$ cat src/rtl/sdadc_pkg.sv
package sdadc_pkg;
  typedef enum logic [1:0] {
    SQ_IDLE = 2'd0,
    SQ_LEAD = 2'd1,
    SQ_WIN  = 2'd2
  } sq_state_e;
endpackage

$ cat src/rtl/sdadc_front.sv
// Per-channel input synchronizer and feedback driver.
module sdadc_front #(
  parameter int NUM_CH = 1
) (
  input  logic              clk,
  input  logic              rst,
  input  logic [NUM_CH-1:0] din,
  output logic [NUM_CH-1:0] smp,
  output logic [NUM_CH-1:0] fb
);
  for (genvar c = 0; c < NUM_CH; c++) begin : g_ch
    logic meta_q, smp_q, fb_q;
    always_ff @(posedge clk) begin
      if (rst) begin
        meta_q <= 1'b0;
        smp_q  <= 1'b0;
        fb_q   <= 1'b1;
      end else begin
        meta_q <= din[c];
        smp_q  <= meta_q;
        fb_q   <= ~smp_q;
      end
    end
    assign smp[c] = smp_q;
    assign fb[c]  = fb_q;
  end
endmodule

$ cat src/rtl/sdadc_accum.sv
// Free-running accumulator with window snapshot arithmetic.
module sdadc_accum #(
  parameter int ACC_W = 32,
  parameter int INC   = 1
) (
  input  logic             clk,
  input  logic             rst,
  input  logic             hit,
  input  logic             open_win,
  input  logic             close_win,
  output logic [ACC_W-1:0] res
);
  localparam logic [ACC_W-1:0] INC_V = ACC_W'(INC);

  logic [ACC_W-1:0] acc_q;
  logic [ACC_W-1:0] base_q;

  always_ff @(posedge clk) begin
    if (rst) begin
      acc_q  <= '0;
      base_q <= '0;
      res    <= '0;
    end else begin
      if (hit)       acc_q  <= acc_q + INC_V;
      if (open_win)  base_q <= '0 - acc_q;
      // close uses the previous base even when a new window opens on this edge
      if (close_win) res    <= base_q + acc_q;
    end
  end
endmodule

$ cat src/rtl/sdadc_seq.sv
// Window sequencer: fixed lead, 2^n-1 window, one-shot or continuous.
module sdadc_seq
  import sdadc_pkg::*;
#(
  parameter int MAX_RES = 16,
  parameter int RES_W   = 5,
  parameter int LEAD    = 16
) (
  input  logic             clk,
  input  logic             rst,
  input  logic             start,
  input  logic [RES_W-1:0] res_sel,
  input  logic             one_shot,
  output logic             busy,
  output logic             done,
  output logic             open_win,
  output logic             close_win
);
  localparam int LW = $clog2(LEAD + 1);
  localparam logic [RES_W-1:0] RES_MAX_V = RES_W'(MAX_RES);

  sq_state_e            state_q;
  logic [LW-1:0]        lcnt_q;
  logic [MAX_RES-1:0]   wcnt_q;
  logic [MAX_RES-1:0]   len_q;
  logic [RES_W-1:0]     n_eff;
  logic [MAX_RES:0]     pow2;
  logic [MAX_RES-1:0]   len_calc;
  logic                 lead_last;
  logic                 win_last;

  always_comb begin
    n_eff    = (res_sel == '0 || res_sel > RES_MAX_V) ? RES_MAX_V : res_sel;
    pow2     = (MAX_RES+1)'(1) << n_eff;
    len_calc = MAX_RES'(pow2 - (MAX_RES+1)'(1));
  end

  assign lead_last = (state_q == SQ_LEAD) && (lcnt_q == LW'(1));
  assign win_last  = (state_q == SQ_WIN) && (wcnt_q == '0);
  assign open_win  = lead_last || (win_last && !one_shot);
  assign close_win = win_last;
  assign busy      = (state_q != SQ_IDLE);

  always_ff @(posedge clk) begin
    if (rst) begin
      state_q <= SQ_IDLE;
      lcnt_q  <= '0;
      wcnt_q  <= '0;
      len_q   <= '0;
      done    <= 1'b0;
    end else begin
      done <= 1'b0;
      case (state_q)
        SQ_IDLE: begin
          if (start) begin
            len_q   <= len_calc;
            lcnt_q  <= LW'(LEAD);
            state_q <= SQ_LEAD;
          end
        end
        SQ_LEAD: begin
          lcnt_q <= lcnt_q - LW'(1);
          if (lead_last) begin
            wcnt_q  <= len_q - MAX_RES'(1);
            state_q <= SQ_WIN;
          end
        end
        SQ_WIN: begin
          wcnt_q <= wcnt_q - MAX_RES'(1);
          if (win_last) begin
            done <= 1'b1;
            if (one_shot) state_q <= SQ_IDLE;
            else          wcnt_q  <= len_q - MAX_RES'(1);
          end
        end
        default: state_q <= SQ_IDLE;
      endcase
    end
  end
endmodule

$ cat src/rtl/sdadc_engine.sv
module sdadc_engine #(
  parameter int NUM_CH  = 1,
  parameter int ACC_W   = 32,
  parameter int INC     = 1,
  parameter int MAX_RES = 16,
  parameter int RES_W   = 5,
  parameter int LEAD    = 16
) (
  input  logic                      clk,
  input  logic                      rst,
  input  logic                      start,
  input  logic [RES_W-1:0]          res_sel,
  input  logic                      one_shot,
  input  logic [NUM_CH-1:0]         din,
  output logic [NUM_CH-1:0]         fb_out,
  output logic                      busy,
  output logic                      done,
  output logic [NUM_CH*ACC_W-1:0]   result
);
  logic [NUM_CH-1:0] smp;
  logic              open_win;
  logic              close_win;

  sdadc_front #(.NUM_CH(NUM_CH)) u_front (
    .clk (clk),
    .rst (rst),
    .din (din),
    .smp (smp),
    .fb  (fb_out)
  );

  sdadc_seq #(.MAX_RES(MAX_RES), .RES_W(RES_W), .LEAD(LEAD)) u_seq (
    .clk       (clk),
    .rst       (rst),
    .start     (start),
    .res_sel   (res_sel),
    .one_shot  (one_shot),
    .busy      (busy),
    .done      (done),
    .open_win  (open_win),
    .close_win (close_win)
  );

  for (genvar c = 0; c < NUM_CH; c++) begin : g_acc
    sdadc_accum #(.ACC_W(ACC_W), .INC(INC)) u_accum (
      .clk       (clk),
      .rst       (rst),
      .hit       (smp[c]),
      .open_win  (open_win),
      .close_win (close_win),
      .res       (result[c*ACC_W +: ACC_W])
    );
  end
endmodule

$ cat config.mk
export PLATFORM = sky130hd
export DESIGN_NAME = sdadc_engine
export DESIGN_NICKNAME = d
export VERILOG_FILES = /design/src/rtl/sdadc_pkg.sv /design/src/rtl/sdadc_front.sv /design/src/rtl/sdadc_accum.sv /design/src/rtl/sdadc_seq.sv /design/src/rtl/sdadc_engine.sv
export SDC_FILE = /design/constraint.sdc
export NUM_CORES = 1
export LEC_CHECK = 0
export ABC_AREA = 1
export BUFFER_PORTS_ARGS = -buffer_cell sky130_fd_sc_hd__buf_4
export CAP_MARGIN = 20
export CORE_MARGIN = 2
export CORE_UTILIZATION = 60
export CTS_CLUSTER_DIAMETER = 40
export DETAILED_ROUTE_END_ITERATION = 8
export PLACE_DENSITY = 0.82
export SLEW_MARGIN = 25
export SYNTH_ARGS = -nofsm -noshare
export SYNTH_HDL_FRONTEND = slang
export SYNTH_SLANG_ARGS = --single-unit
$ cat constraint.sdc
create_clock -name clk -period 2.47 [get_ports clk]
set_input_delay 0.1235 -clock clk [delete_from_list [all_inputs] [get_ports clk]]
set_output_delay 0.1235 -clock clk [all_outputs]
set_load 0.005 [all_outputs]
Word-level counts from Yosys, hierarchy flattened
Cells that the tools add are included.

storage, ports and cells
  bits in registers = 139
  bits in latches = 0
  bits in writable memories = 0
  memory bits (read-only) = 0
  input bits = 10
  output and inout port bits = 35
  word-level logic and storage cells = 59
  memories kept = 0

operators by class
  $add $sub $neg = 7
  multiply operators = 0
  divide/modulo/power cells = 0
  magnitude comparators = 1
  equal/unequal tests = 7
  shift operators = 1
  mux-type cells = 13
  bitwise gates (word level) = 2
  reductions and logical operators = 17

operator list
  kind                   number
  $mux 16                3
  $sub 16x1->16 const B  3
  $add 32x1->32 const B  1
  $add 32x32->32         1
  $pmux 16 s2            1
  $sub 1x32->32 const A  1
  $logic_not 16->1       1
  $shl 1x5->16 const A   1
  $mux 5                 2
  $pmux 5 s2             1
  $mux 2                 4
  $pmux 2 s3             1
  $reduce_and 2->1       3
  $reduce_bool 2->1      3
  $eq 5x1->1 const B     1
  $gt 5x5->1 const B     1
  $logic_not 5->1        1
  $sub 5x1->5 const B    1
  $ne 2x1->1 const B     2
  $ne 2x2->1 const B     2
  $reduce_and 4->1       1
  $logic_and 1x1->1      3
  $eq 2x1->1 const B     1
  $eq 2x2->1 const B     1
  6 further kinds        8

Logic depth before layout (Yosys ltp)
  depth after elaboration = 5
  gate-level depth with buffers = 19
  gate-level depth less buffers = 18

Hierarchy
From an unflattened synthesis, not the netlist that was laid out.

second synthesis, totals
  cell total of the unflattened synthesis = 1693
  area, all modules = 10047.1 um^2

by module, submodules not included
  module       times used  cells an instance  area an instance (um^2)  seq. area each (um^2)
  sdadc_accum  1           1218               7146.9                   1921.8
  sdadc_seq    1           466                2817.7                   800.8
  sdadc_front  1           9                  82.6                     60.1

Worst setup path after synthesis
OpenSTA, ideal clock, no wires.

  path type = in2reg
  start point = input res_sel[3]
  end point = register u_seq.len_q[10]
  setup time = 0.109 ns
  arrival = 1.955 ns
  required time = 2.361 ns
  setup slack = 0.406 ns
  stages on the path = 19
  buffers on the path = 1
  cells stage by stage = nor2_1 -> nand3_1 -> ha_1 -> inv_2 -> nand2_1 -> nand2_1 -> buf_2 -> inv_1 -> nand4_1 -> ha_1 -> inv_1 -> nor2_1 -> nand2_1 -> nor2_1 -> nand2_1 -> nand2_1 -> nand3_1 -> nand2_1 -> inv_1

on the way
  cells in the longest elaborated chain, start to end = 5

ends and longest elaborated chain
  what                                                  line                text
  start, declared                                       sdadc_engine.sv:12  input logic [RES_W-1:0] res_sel,
  $gt 5x5->1 / $logic_not 5->1 (equally long branches)  sdadc_seq.sv:33     n_eff = (res_sel == '0 || res_sel > RES_MAX_V) ? RES_MAX_V : res_sel;
  $logic_or 1x1->1                                      sdadc_seq.sv:33
  $mux 5 (*)                                            sdadc_seq.sv:33
  $shl 1x5->16 (*)                                      sdadc_seq.sv:34     pow2 = (MAX_RES+1)'(1) << n_eff;
  $sub 16x1->16 (*)                                     sdadc_seq.sv:35     len_calc = MAX_RES'(pow2 - (MAX_RES+1)'(1));
  end signal, assigned                                  sdadc_seq.sv:56     len_q <= len_calc;
  end, declared                                         sdadc_seq.sv:25     logic [MAX_RES-1:0] len_q;

Every way passes the cells marked *; elsewhere a longest branch is shown, timed or not.
A chain may end at the register's enable or synchronous reset.

Final worst setup path
  start point = register g_acc[0].u_accum.acc_q[0]
  end point = register g_acc[0].u_accum.res[16]

on the way
  cells in the longest elaborated chain, start to end = 1

ends and longest elaborated chain
  what                    line               text
  start, declared         sdadc_accum.sv:15  logic [ACC_W-1:0] acc_q;
  start signal, assigned  sdadc_accum.sv:24  if (hit) acc_q <= acc_q + INC_V;
  $add 32x32->32          sdadc_accum.sv:27  if (close_win) res <= base_q + acc_q;
  end signal, assigned    sdadc_accum.sv:27
  end, declared           sdadc_accum.sv:11  output logic [ACC_W-1:0] res

No other way between the ends.

==> results.yml <==
status:
  status: "finished clean"
clock_tree:
  cts_inserted_buffers: 17
  path_clk_slew_ns: 0.06
  htreeDepth: 4
  insertion_delay_ns: 0.44
  cts_setup_buffers: 0
  cts_root_buf: "clkbuf_16"
  cts.sinks: 139
  cts.path.max_buffers: 2
  tritoncts: "done"
sta:
  min_period_ns: 2.19
  max_slew_margin_pct: 61.7
  finClkSkew_ns: 0.0123
  fin_ws_ns: 0.276
  tightest_slew_ns: 0.569
  setup_viol: 0
  slew_viol_final: 0
  final_hold_viol_count: 0
  tns_ns: 0
  grt_setup_unrepaired: "false"
  fin_crit_sh_pct: 88.8
  max_freq_mhz: 456
place:
  gp_congestion: 0.990
  pre_cts_slack_ns: 0.141
  place_area_mm2: 0.0106
  dp_hpwl_um: 20500
  port_buffers: 44
pwr:
  swShare_pct: 29.5
  powerDensity_mw_per_mm2: 534
  ir_worst_vdd_mv: 0.517
  p_clk_share_pct: 43.1
  power.leakage_nw: 5.84
  p_switching_mw: 1.77
  power_frac_seq_pct: 40.3
  internal_power_mw: 4.22
  p_comb_share_pct: 16.6
flow_run:
  drv_cap: 0
grt:
  grt_pass1_vias: 9441
  grt_pass1_wl_um: 44500
  antenna_found_initial: 0
  grt_usage_pct: 30.9
  grt.overflow.total: 0
  grt_max_degree: 81
setup_path:
  required_ns: 2.79
  reg2regPathDepth: 13
  cpPeakStageDelay_ns: 0.41
  crit_path_end_kind: "flop"
  critPathTopFamily: "simple AND/OR/NAND/NOR gates"
  path_common_cell: "nand3_1"
  cp_cell_sequence: "ha_2 -> inv_1 -> fa_1 -> inv_1 -> nand3_1 -> nand3_1 -> nand2_1 -> nand3_1 -> nand2_1 -> nand3_1 -> nand2_1 -> o21bai_1 -> inv_1"
  endpoint: "g_acc[0].u_accum.res[16]"
  cp_num_buf_inv: 3
  crit_arrival_ns: 2.52
  crit_cells: 13
  cp-start-kind: "flop"
  timing.rr.end: "g_acc[0].u_accum.res[16]"
  path_max_fanout: 6
  ff2ff_setup_slack_ns: 0.28
  critPathLaunch: "g_acc[0].u_accum.acc_q[0]"
  r2r_start: "g_acc[0].u_accum.acc_q[0]"
  crit_slowest_cell: "fa_1"
  critical_path_class: "flop to flop"
routing:
  firstDrtPassIters: 6
  first_iter_violations: 955
  drtAntennaViolNets: 0
  num_vias: 10447
  drc: 0
  via_per_inst: 5.44
  drt-total-wl_um: 26800
  routedWlPerCell_um: 13.9
die:
  die_w_um: 133
  die_y_um: 133
  rows: 47
  die-area_mm2: 0.0177
  fp.coreArea_mm2: 0.0164
  io_pins: 45
  initial_core_util_pct: 60.7
finish:
  drive_above_1_share_pct: 8.41
  area_growth_pct: 12.6
  n_antenna_cell: 0
  layout.nets: 1738
  final_common_cell: "nand2_1"
  stdcell_area_mm2: 0.0112
  final_cell_mix: "412 x nand2_1, 261 x inv_1, 200 x nor2_1"
synthesis:
  syn-num-nets: 1689
  synthCells: 1639
  synth-simple-area-share_pct: 35.4
  post_synth.cell_area_avg_um2: 6.08
  yosysSeqAreaShare_pct: 27.9
  synth_compound_area_share_pct: 13.5
  synth_adder_area_share_pct: 5.10
  synth_top_family_by_area: "simple AND/OR/NAND/NOR gates"
  yosys_warnings: 0
  synthXorXnorAreaFrac_pct: 5.54
  synth.distinct_cells: 41
  synthesis.area_mm2: 0.00996
  synth.mux.area_fraction_pct: 0
  synth-seq-cells: 139
min_path:
  hp-class: "primary input to flop"
per-stage QoR:
stage | hold WS, ns | power, mW | cells | util, %
final | 0.100 | 6.00 | 1921 | 68.4
after global routing | 0.124 | 6.23 | 1921 | 68.4
after CTS | 0.109 | 5.99 | 1921 | 68.4
after detailed placement | 0.339 | 3.43 | 1888 | 64.7
after global placement | 0.325 | 3.41 | 1888 | 64.7
after floorplan | 0.230 | 3.18 | 1639 | -
routing by layer:
layer | GRT usage, % | vias to the layer above | share of wire [%] | routed length, um
li1 | - | 5303 | - | -
met1 | 43.2 | 4647 | 47 | 12700
met2 | 47.8 | 433 | 42 | 11300
met3 | 5.63 | 64 | 7.9 | 2100
met4 | 10.7 | 0 | 2.6 | 703
met5 | 0 | - | 0 | 0
power groups by stage:
stage / Combinational, mW / Clock [mW] / Sequential, mW
final: 0.993 / 2.59 / 2.42
after global routing: 1.12 / 2.69 / 2.43
after CTS: 0.983 / 2.60 / 2.41
after detailed placement: 0.969 / 0 / 2.46
after global placement: 0.952 / 0 / 2.46
after floorplan: 0.733 / 0 / 2.44
worst min path at each step:
stage | startpoint | to | slack [ns] | depth (start not counted)
floorplan | din | u_front.g_ch[0].meta_q | 0.23 | 2
global placement | din | u_front.g_ch[0].meta_q | 0.32 | 3
detailed placement | din | u_front.g_ch[0].meta_q | 0.34 | 3
CTS | rst | u_front.g_ch[0].meta_q | 0.11 | 2
global route | rst | g_acc[0].u_accum.acc_q[31] | 0.12 | 2
finish | rst | u_front.smp | 0.10 | 2
worst register-to-register path, cell delays in order, from the launching register on:
cell,delay [ns]
dfxtp_2,0.39
ha_2,0.24
inv_1,0.06
fa_1,0.41
inv_1,0.12
nand3_1,0.07
nand3_1,0.18
nand2_1,0.08
nand3_1,0.13
nand2_1,0.10
nand3_1,0.07
nand2_1,0.05
o21bai_1,0.13
inv_1,0.05
logic make-up after synthesis:
family          Yosys count
fa+ha+maj                40
buf+inv                 320
xor+xnor                 63
compound gates          245
simple gates            832
flops                   139
layout make-up:
class / count / area, um^2
multi-input combinational: 1180 / 5950
fill: 1456 / 5190
sequential: 139 / 2780
inverter: 277 / 1040
timing repair buffer: 73 / 588
clock buffer: 19 / 443
tap: 220 / 275
clock inverter: 13 / 139
sequential cells by signal (all words and copies together), names as in the netlist:
register and flops:
g_acc.u_accum.acc_q 32, g_acc.u_accum.base_q 32, g_acc.u_accum.res 32, u_front.fb 1, u_front.g_ch.meta_q 1, u_front.smp 1, u_seq.done 1, u_seq.lcnt_q 5
u_seq.len_q 16, u_seq.state_q 2, u_seq.wcnt_q 16
repair_timing:
action | in CTS | in global routing
gates resized for setup | 0 | 2
setup endpoints to repair | 0 | 2
hold buffers | 1 | 0
endpoints found under the hold margin | 1 | 0
cell usage after synthesis:
cell type  instances  share of area, %
nand3_1          128               6.4
nor3_2             3              0.30
nor3_1            32               1.6
a211oi_1           5              0.38
a21oi_1           97               4.9
inv_1            261               9.8
buf_4              4              0.30
nand2_4            1              0.11
o21ai_1           34               1.7
ha_1              39               4.9
or2_2              3              0.19
nand3_2            3              0.30
nand4_1           20               1.3
nor4_1             4              0.25
nor2_2             6              0.38
buf_1              1             0.038
buf_2             17              0.85
nor2_1           200               7.5
a211oi_2           1              0.13
and3_1             3              0.19
o21a_1            16               1.2
or2_1              1             0.063
buf_6              1              0.11
inv_2             16              0.60
clkbuf_1          20              0.75
o21ai_2            2              0.18
nand2_2            1             0.063
fa_1               1              0.20
nor3_4             1              0.16
nand2_1          412                16
o21ai_0           62               3.1
o21bai_1           7              0.53
dfxtp_1          139                28
xnor2_1           15               1.3
o211ai_1           9              0.68
nor2_4             1              0.11
a31oi_1           12              0.75
xor2_1            48               4.2
nand3b_1           7              0.53
nor3b_1            1             0.075
and2_1             5              0.31
Note: power is estimated with default switching activity, not from simulation.
